<file path="src/rtl/llsc_pkg.sv">
package llsc_pkg;
  typedef enum logic [1:0] {
    ST_IDLE  = 2'd0,
    ST_WRITE = 2'd1,
    ST_RESP  = 2'd2
  } llsc_state_e;

  localparam logic OP_LL = 1'b0;
  localparam logic OP_SC = 1'b1;
endpackage

</file>
<file path="src/rtl/llsc_agen.sv">
module llsc_agen #(
  parameter int XLEN   = 64,
  parameter int OFS_W  = 9,
  parameter int WORD_W = 32,
  localparam int BYTES   = XLEN / 8,
  localparam int LANE_W  = $clog2(BYTES),
  localparam int WBYTES  = WORD_W / 8,
  localparam int ALIGN_W = $clog2(WBYTES)
) (
  input  logic [XLEN-1:0]         base_i,
  input  logic [OFS_W-1:0]        offset_i,
  input  logic [WORD_W-1:0]       data_i,
  input  logic                    big_endian_i,
  input  logic                    reverse_endian_i,
  output logic [XLEN-ALIGN_W-1:0] tag_o,
  output logic                    misalign_o,
  output logic [XLEN-1:0]         paddr_o,
  output logic [XLEN-1:0]         lane_data_o,
  output logic [BYTES-1:0]        lane_be_o
);
  // flips between the two word halves of the lane
  localparam logic [LANE_W-1:0] HALF_MASK = LANE_W'(BYTES - WBYTES);

  logic [XLEN-1:0]   ea;
  logic [LANE_W-1:0] bytesel;

  always_comb begin
    ea          = base_i + {{(XLEN-OFS_W){offset_i[OFS_W-1]}}, offset_i};
    misalign_o  = |ea[ALIGN_W-1:0];
    tag_o       = ea[XLEN-1:ALIGN_W];
    bytesel     = ea[LANE_W-1:0] ^ (big_endian_i ? HALF_MASK : '0);
    paddr_o     = {ea[XLEN-1:LANE_W], ea[LANE_W-1:0] ^ (reverse_endian_i ? HALF_MASK : '0)};
    lane_data_o = {{(XLEN-WORD_W){1'b0}}, data_i} << {bytesel, 3'b000};
    lane_be_o   = {{(BYTES-WBYTES){1'b0}}, {WBYTES{1'b1}}} << bytesel;
  end
endmodule

</file>
<file path="src/rtl/llsc_link.sv">
module llsc_link #(
  parameter int TAG_W = 62
) (
  input  logic             clk_i,
  input  logic             rst_ni,
  input  logic             set_i,
  input  logic [TAG_W-1:0] tag_i,
  input  logic             sc_i,
  input  logic             exc_i,
  input  logic             snoop_i,
  input  logic [TAG_W-1:0] snoop_tag_i,
  output logic             link_o
);
  logic [TAG_W-1:0] tag_q;
  logic             snoop_hit;

  assign snoop_hit = snoop_i && (snoop_tag_i == tag_q);

  always_ff @(posedge clk_i or negedge rst_ni) begin
    if (!rst_ni) begin
      link_o <= 1'b0;
      tag_q  <= '0;
    end else if (set_i) begin
      link_o <= 1'b1;
      tag_q  <= tag_i;
    end else if (sc_i || exc_i || snoop_hit) begin
      link_o <= 1'b0;
    end
  end

  a_r8_sc_clears_link: assert property (@(posedge clk_i) disable iff (!rst_ni)
    sc_i && !set_i |=> !link_o);
  a_r8_set_opens_link: assert property (@(posedge clk_i) disable iff (!rst_ni)
    set_i |=> link_o);
  a_r9_snoop_clears_link: assert property (@(posedge clk_i) disable iff (!rst_ni)
    snoop_hit && !set_i |=> !link_o);
  a_r10_exc_clears_link: assert property (@(posedge clk_i) disable iff (!rst_ni)
    exc_i && !set_i |=> !link_o);
endmodule

</file>
<file path="src/rtl/llsc_unit.sv">
module llsc_unit
  import llsc_pkg::*;
#(
  parameter int XLEN   = 64,
  parameter int OFS_W  = 9,
  parameter int WORD_W = 32,
  localparam int BYTES   = XLEN / 8,
  localparam int ALIGN_W = $clog2(WORD_W / 8),
  localparam int TAG_W   = XLEN - ALIGN_W
) (
  input  logic              clk_i,
  input  logic              rst_ni,
  input  logic              req_valid_i,
  input  logic              req_op_i,
  input  logic [XLEN-1:0]   req_base_i,
  input  logic [OFS_W-1:0]  req_offset_i,
  input  logic [WORD_W-1:0] req_data_i,
  output logic              req_ready_o,
  input  logic              big_endian_i,
  input  logic              reverse_endian_i,
  input  logic              exc_taken_i,
  input  logic              snoop_valid_i,
  input  logic [TAG_W-1:0]  snoop_tag_i,
  output logic              mem_req_o,
  input  logic              mem_ready_i,
  output logic [XLEN-1:0]   mem_addr_o,
  output logic [XLEN-1:0]   mem_wdata_o,
  output logic [BYTES-1:0]  mem_be_o,
  output logic              done_o,
  output logic [XLEN-1:0]   result_o,
  output logic              addr_err_o
);
  llsc_state_e       state_q;
  logic [TAG_W-1:0]  tag;
  logic              misalign, link;
  logic [XLEN-1:0]   paddr, lane_data;
  logic [BYTES-1:0]  lane_be;
  logic              accept, ll_set, sc_fire, go_write;
  logic              result_q, err_q;

  llsc_agen #(.XLEN(XLEN), .OFS_W(OFS_W), .WORD_W(WORD_W)) u_agen (
    .base_i           (req_base_i),
    .offset_i         (req_offset_i),
    .data_i           (req_data_i),
    .big_endian_i     (big_endian_i),
    .reverse_endian_i (reverse_endian_i),
    .tag_o            (tag),
    .misalign_o       (misalign),
    .paddr_o          (paddr),
    .lane_data_o      (lane_data),
    .lane_be_o        (lane_be)
  );

  assign accept   = req_valid_i && (state_q == ST_IDLE);
  assign ll_set   = accept && (req_op_i == OP_LL) && !misalign;
  assign sc_fire  = accept && (req_op_i == OP_SC);
  assign go_write = sc_fire && !misalign && link;

  llsc_link #(.TAG_W(TAG_W)) u_link (
    .clk_i       (clk_i),
    .rst_ni      (rst_ni),
    .set_i       (ll_set),
    .tag_i       (tag),
    .sc_i        (sc_fire),
    .exc_i       (exc_taken_i),
    .snoop_i     (snoop_valid_i),
    .snoop_tag_i (snoop_tag_i),
    .link_o      (link)
  );

  always_ff @(posedge clk_i or negedge rst_ni) begin
    if (!rst_ni) begin
      state_q     <= ST_IDLE;
      result_q    <= 1'b0;
      err_q       <= 1'b0;
      mem_addr_o  <= '0;
      mem_wdata_o <= '0;
      mem_be_o    <= '0;
    end else begin
      unique case (state_q)
        ST_IDLE: if (accept) begin
          if (go_write) begin
            state_q     <= ST_WRITE;
            mem_addr_o  <= paddr;
            mem_wdata_o <= lane_data;
            mem_be_o    <= lane_be;
          end else begin
            state_q  <= ST_RESP;
            result_q <= 1'b0;
            err_q    <= misalign;
          end
        end
        ST_WRITE: if (mem_ready_i) begin
          state_q  <= ST_RESP;
          result_q <= 1'b1;
          err_q    <= 1'b0;
        end
        default: state_q <= ST_IDLE;
      endcase
    end
  end

  assign req_ready_o = (state_q == ST_IDLE);
  assign mem_req_o   = (state_q == ST_WRITE);
  assign done_o      = (state_q == ST_RESP);
  assign addr_err_o  = done_o && err_q;
  assign result_o    = {{(XLEN-1){1'b0}}, result_q};

  a_r2_aligned_write: assert property (@(posedge clk_i) disable iff (!rst_ni)
    mem_req_o |-> mem_addr_o[ALIGN_W-1:0] == '0);
  a_r3_write_then_done: assert property (@(posedge clk_i) disable iff (!rst_ni)
    mem_req_o && mem_ready_i |=> done_o && result_o == XLEN'(1));
  a_r4_result_one_bit: assert property (@(posedge clk_i) disable iff (!rst_ni)
    done_o |-> result_o[XLEN-1:1] == '0);
  a_r5_hold_stable: assert property (@(posedge clk_i) disable iff (!rst_ni)
    mem_req_o && !mem_ready_i |=> mem_req_o && $stable(mem_addr_o)
      && $stable(mem_wdata_o) && $stable(mem_be_o));
  a_r6_be_half: assert property (@(posedge clk_i) disable iff (!rst_ni)
    mem_req_o |-> $countones(mem_be_o) == 4 && (mem_be_o == 8'h0F || mem_be_o == 8'hF0));
  a_r11_busy_not_ready: assert property (@(posedge clk_i) disable iff (!rst_ni)
    (done_o || mem_req_o) |-> !req_ready_o);
endmodule

</file>
<file path="config.mk">
export PLATFORM = sky130hd
export DESIGN_NAME = llsc_unit
export DESIGN_NICKNAME = d
export VERILOG_FILES = /design/src/rtl/llsc_pkg.sv /design/src/rtl/llsc_agen.sv /design/src/rtl/llsc_link.sv /design/src/rtl/llsc_unit.sv
export SDC_FILE = /design/constraint.sdc
export NUM_CORES = 1
export LEC_CHECK = 0
export BUFFER_PORTS_ARGS = -buffer_cell sky130_fd_sc_hd__clkbuf_2
export CAP_MARGIN = 20
export CELL_PAD_IN_SITES_DETAIL_PLACEMENT = 1
export CELL_PAD_IN_SITES_GLOBAL_PLACEMENT = 1
export CORE_MARGIN = 2
export CORE_UTILIZATION = 35
export CTS_CLUSTER_DIAMETER = 80
export CTS_CLUSTER_SIZE = 8
export DETAILED_ROUTE_END_ITERATION = 6
export PLACE_DENSITY = 0.82
export SLEW_MARGIN = 20
export SYNTH_ARGS = -nofsm -noshare
export SYNTH_HDL_FRONTEND = slang
export SYNTH_SLANG_ARGS = --single-unit
</file>
<file path="constraint.sdc">
create_clock -name clk_i -period 2.01 [get_ports clk_i]
set_input_delay 0.201 -clock clk_i [delete_from_list [all_inputs] [get_ports clk_i]]
set_output_delay 0.201 -clock clk_i [all_outputs]
set_load 0.05 [all_outputs]
</file>
# --- Word level (Yosys, flattened, before mapping) ---
# Cells that the tools add are included.
op_classes:
  n_eq_ne: 6
  add_sub_neg: 1
  n_bitwise: 3
  n_shift: 2
  n_reduce_logical: 18
  muxes: 16
op_table:
  columns: ["operator", "n"]
  rows:
  - ["64-bit adder", 1]
  - ["32-bit by 6-bit << shifter with 64-bit output", 1]
  - ["62-bit == test", 1]
  - ["1-bit logical AND", 8]
  - ["1-bit 2-to-1 mux", 8]
  - ["4-bit by 3-bit << shifter with 8-bit output (first input constant)", 1]
  - ["2-bit 2-to-1 mux", 3]
  - ["3-bit 2-to-1 mux", 2]
  - ["3-bit XOR", 2]
  - ["2-bit by 1-bit inequality test with 1-bit output (second input constant)", 2]
  - ["1-bit case mux with 2 select lines", 2]
  - ["2-bit case mux with 2 select lines", 1]
  - ["4-bit AND reduction", 1]
  - ["2-bit nonzero test", 2]
  - ["3-bit AND reduction", 1]
  - ["2-bit by 1-bit == test with 1-bit output (second input constant)", 1]
  - ["2-bit == test (second input constant)", 1]
  - ["2-bit logical NOT", 1]
  - ["1-bit logical OR", 2]
  - ["2-bit inequality test (second input constant)", 1]
  - ["2-bit AND reduction", 1]
  - ["2-bit OR reduction", 1]
  - ["1-bit logical NOT", 1]
  - ["1-bit inverter", 1]
totals:
  inputBits: 176
  out_inout_bits: 204
  wordCells: 54
  ff_bits: 203

# --- Logic depth before layout (Yosys ltp) ---
depth:
  word_depth: 8
  ltp_mapped: 13
  depth_no_buf: 12

# --- Hierarchy ---
# A second synthesis with hierarchy kept.
hier_totals:
  cells_unflattened: 1453
  hier_area_um2: 14131.1
by_module_without_submodules:
  columns: ["module", "cells_each", "seq_area_each_um2", "instances", "area_each_um2"]
  rows:
  - ["llsc_unit", 375, 3503.4, 1, 5809.3]
  - ["llsc_agen", 825, 0.0, 1, 5277.6]
  - ["llsc_link", 253, 1576.5, 1, 3044.2]

# --- Worst setup path after synthesis ---
# OpenSTA, ideal clock, no wires.
synth_path:
  path_kind: "input-to-reg"
  start: "input req_base_i[0]"
  end: "register mem_addr_o[55]"
  setup_slack_ns: -0.757
  required_ns: 1.873
  setup_time_ns: 0.137
  stages: 12
  n_path_buf: 4
  arrival_time_ns: 2.631
  path_cell_list: "ha_1 > inv_1 > fa_1 > clkbuf_1 > nor2b_1 > nand3_1 > inv_1 > and3_1 > clkbuf_1 > clkbuf_1 > clkbuf_1 > a21oi_1"
synth_between:
  elab_chain_len: 6
synth_lines:
  columns: ["item", "line_no", "rtl"]
  rows:
  - ["start, declared", "llsc_unit.sv:15", "input logic [XLEN-1:0] req_base_i,"]
  - ["64-bit adder (*)", "llsc_agen.sv:28", "ea = base_i + {{(XLEN-OFS_W){offset_i[OFS_W-1]}}, offset_i};"]
  - ["2-bit OR reduction", "llsc_agen.sv:29", "misalign_o = |ea[ALIGN_W-1:0];"]
  - ["1-bit logical NOT", "llsc_unit.sv:57", "assign go_write = sc_fire && !misalign && link;"]
  - ["1-bit logical AND (2 in a row)", "llsc_unit.sv:57", null]
  - ["3-bit AND reduction (no source line)", null, null]
  - ["end signal, assigned", "llsc_unit.sv:84", "mem_addr_o <= paddr;"]
  - ["end, declared", "llsc_unit.sv:26", "output logic [XLEN-1:0] mem_addr_o,"]
# Mark *: on every way between the ends. The rest lies on a longest branch, timed or not.
# A chain may end at the register's enable or synchronous reset.

# --- Worst setup path after layout ---
layout_path:
  start: "input req_offset_i[8]"
  end: "register u_link.tag_q[60]"
layout_between:
  elab_chain_len: 1
layout_lines:
  columns: ["item", "line_no", "rtl"]
  rows:
  - ["start, declared", "llsc_unit.sv:16", "input logic [OFS_W-1:0] req_offset_i,"]
  - ["64-bit adder", "llsc_agen.sv:28", null]
  - ["end signal, assigned", "llsc_link.sv:25", "tag_q <= tag_i;"]
  - ["end, declared", "llsc_link.sv:14", "logic [TAG_W-1:0] tag_q;"]
# Every way passes these cells.

==> impl_metrics.toml <==
[outcome]
outcome = "finished with violations"
violations = "negative setup slack"

[cells_and_area]
area_growth_pct = 60.7
fin_nets = 2391
multiInputGateArea_sq_mm = 0.00935
finalNonFillerCells = 2622
final-seq-area_sq_mm = 0.00508
drive_above_1_share_pct = 47.7
fillCellCount = 4100
layout_common_cells = "buf_4, clkbuf_2, nand2_1, dfrtp_1, conb_1"
final_common_cell = "buf_4"

[grt]
grt_pass1_vias = 15794
grtUsageTotal_pct = 31.6
grt_pass1_wl_um = 93100
grt_max_degree = 65
gr-total-overflow = 0
antenna_found_initial = 3

[logic_synthesis]
async_reset_ff_share_pct = 100
ys_warn_count = 0
synth_flop_cell = "dfrtp_1"
synthXorXnorAreaFrac_pct = 6.56
synthAdderAreaFrac_pct = 6.27
synth_top_area_cell = "dfrtp_1"
muxShareOfSynthArea_pct = 5.39
synth_area_sq_mm = 0.0131
synth-compound-area-share_pct = 18.8
yosysUniqueCellTypes = 72
synth_edf_count = 0
synth_sequential_area_ratio_pct = 38.8
synth_simple_gate_area_share_pct = 16.8
netlist.area_leader.share_pct = 38.8
synth_area_per_cell_sq_um = 8.77
synth_top_family_by_area = "compound AO/OA/AOI/OAI gates"
synth_area_leaders = "dfrtp_1, nand2_1, ha_1"
ys_ff_latch = 203
synth_cells = 1492

[power_and_ir_drop]
leakage_nw = 10.4
p_int_mw = 11.3
clockPowerShare_pct = 23.5
ir_drop_v = 0.000740
power.density_mw_per_mm2 = 955
power_frac_seq_pct = 30.0
switching_share_pct = 44.0
pwr-share-comb_pct = 46.5
netSwitchingPower_mw = 8.83

[clock_network]
cts_max_level = 1
cts.sinks = 203
numCtsBuffers = 30
cts-root-buf = "clkbuf_16"
clock_latency_ps = 610
cts_tree = "done"
clkTransAtPathRegs_ps = 50
ctsLongestPathBuffers = 3

[drt]
vias_per_cell = 5.94
wl_met3_um = 6350
wl_per_cell_um = 28.2
firstDrtPassIters = 6
wl_met2_um = 35000
drtIter0Drc = 1378
postRouteAntennaNets = 0
drt-met1-wl_um = 25900
top_layer = "met5"
num_vias = 15576
detail_route.wirelength_um = 74000
drc = 0

[die]
die_h_um = 197
ios = 380
num_rows = 70
initial_core_util_pct = 35.6
die_w_um = 197
design.die.area_sq_mm = 0.0389
core_region_area_sq_mm = 0.0367

[place]
dp.cells = 2523
place_congestion = 0.994
hpwlAfterDp_um = 46100
dp_slack_ps = -1210
io_buffers = 316

[setup_path]
cp.arrival_ps = 3140
path_max_fanout = 7
path_class = "in2reg"
cp.required_ps = 2470
startpoint_type = "primary input"
cp-end-kind = "register"

[timing]
rsz0062_at_grt = "true"
hold_ws_ps = 23.4
max_slew_margin_pct = 57.9
fmax_mhz = 373
setup_ws_ps = -671
slew_viol_final = 0
tightest_slew_ps = 631
setup_violations = 94
hold_viol = 0
fin_crit_sh_pct = 133
finalClockSkew_ps = 40.3
fin_crit_ps = 2680
final.setup.tns_ps = -35920

[hold_path]
hp-class = "in2reg"

[flow_run]
cap_violations = 0
==> cells by family after synthesis <==
kind of cell	after synthesis
fa+ha+maj	65
compound gates	365
simple gates	509
other cells	1
buf+inv	186
mux	65
xor+xnor	98
flops	203
==> metrics by stage <==
| step | utilization (%) | total power, mW | area [sq um] |
|---|---|---|---|
| 2_1_floorplan | - | 10.6 | 14400 |
| 3_3_place_gp | 49.0 | 13.5 | 18000 |
| 3_5_place_dp | 49.0 | 13.8 | 18000 |
| 4_1_cts | 54.0 | 18.8 | 19800 |
| 5_1_grt | 57.3 | 20.7 | 21000 |
| 6_report | 57.3 | 20.1 | 21000 |
==> power by group through the flow <==
stage	sequential (mW)	clock, mW	combinational, mW
finish	6.03	4.71	9.34
global route	6.08	4.90	9.69
CTS	5.90	4.71	8.23
detailed placement	5.95	0	7.82
global placement	5.88	0	7.58
floorplan	7.30	0	3.34
==> state kept, by name, summed over array words and instances, names as in the netlist <==
name and count:
mem_addr_o 64, mem_wdata_o 64, state_q 2, u_link.link_o 1, err_q 1, mem_be_o 8
result_q 1, u_link.tag_q 62
==> metal layers <==
| metal | vias up | GRT usage (%) |
|---|---|---|
| met3 | 437 | 5.96 |
| met4 | 4 | 20.9 |
| met2 | 1089 | 55.1 |
| li1 | 6386 | - |
| met5 | - | 0 |
| met1 | 7660 | 35.0 |
==> critical path: stages <==
cell,delay [ps]
buf_16,140
buf_16,150
ha_4,280
nand4_1,190
or4_4,600
or3_4,370
o22ai_4,200
a31oi_4,70
a21oi_4,250
buf_6,130
a41oi_2,100
xnor2_1,170
mux2_4,270
==> worst paths after layout <==
check	startpoint	end	slack (ps)	cells past startpoint
hold reg to reg	mem_addr_o[11]	mem_addr_o[11]	480	2
setup / recovery	req_offset_i[8]	u_link.tag_q[60]	-670	13
setup reg to reg	u_link.tag_q[61]	u_link.link_o	-40	8
hold / removal	req_data_i[11]	mem_wdata_o[43]	20	3
min in group asynchronous	rst_ni	mem_wdata_o[48]	200	2
max in group asynchronous	rst_ni	mem_addr_o[25]	1130	3
==> synthesized netlist by cell type, types with 9 or more instances <==
cell,n
nor3_1,11
dfrtp_1,203
ha_1,64
o21bai_1,11
a22o_1,36
buf_4,64
nor2_1,69
buf_2,15
o31ai_1,9
inv_1,41
a21oi_1,85
mux2i_1,21
o22ai_1,14
o21ai_0,95
xnor2_1,65
clkbuf_1,59
nand2_1,323
nand3_1,13
mux2_2,44
a21o_1,37
a31oi_1,9
and2_1,11
xor2_1,33
nand4_1,36
==> cell type report <==
type,instances,share of cell area [%]
clock buffers,31,3.64
well taps,468,2.79
multi-input cells,1165,44.5
diodes,1,0.0119
inverters,42,0.762
repair buffers,708,23.9
clock inverters,4,0.226
flip-flops and latches,203,24.2
==> timing repair <==
item | CTS | global route
setup endpoints to repair | 91 | 99
hold endpoints to repair | 81 | 0
pin swaps | 76 | 98
hold buffers | 18 | 0
buffers inserted | 25 | 36
gates resized for setup | 137 | 201
gates cloned | 2 | 0
No activity file was read; power rests on OpenSTA's default activity.
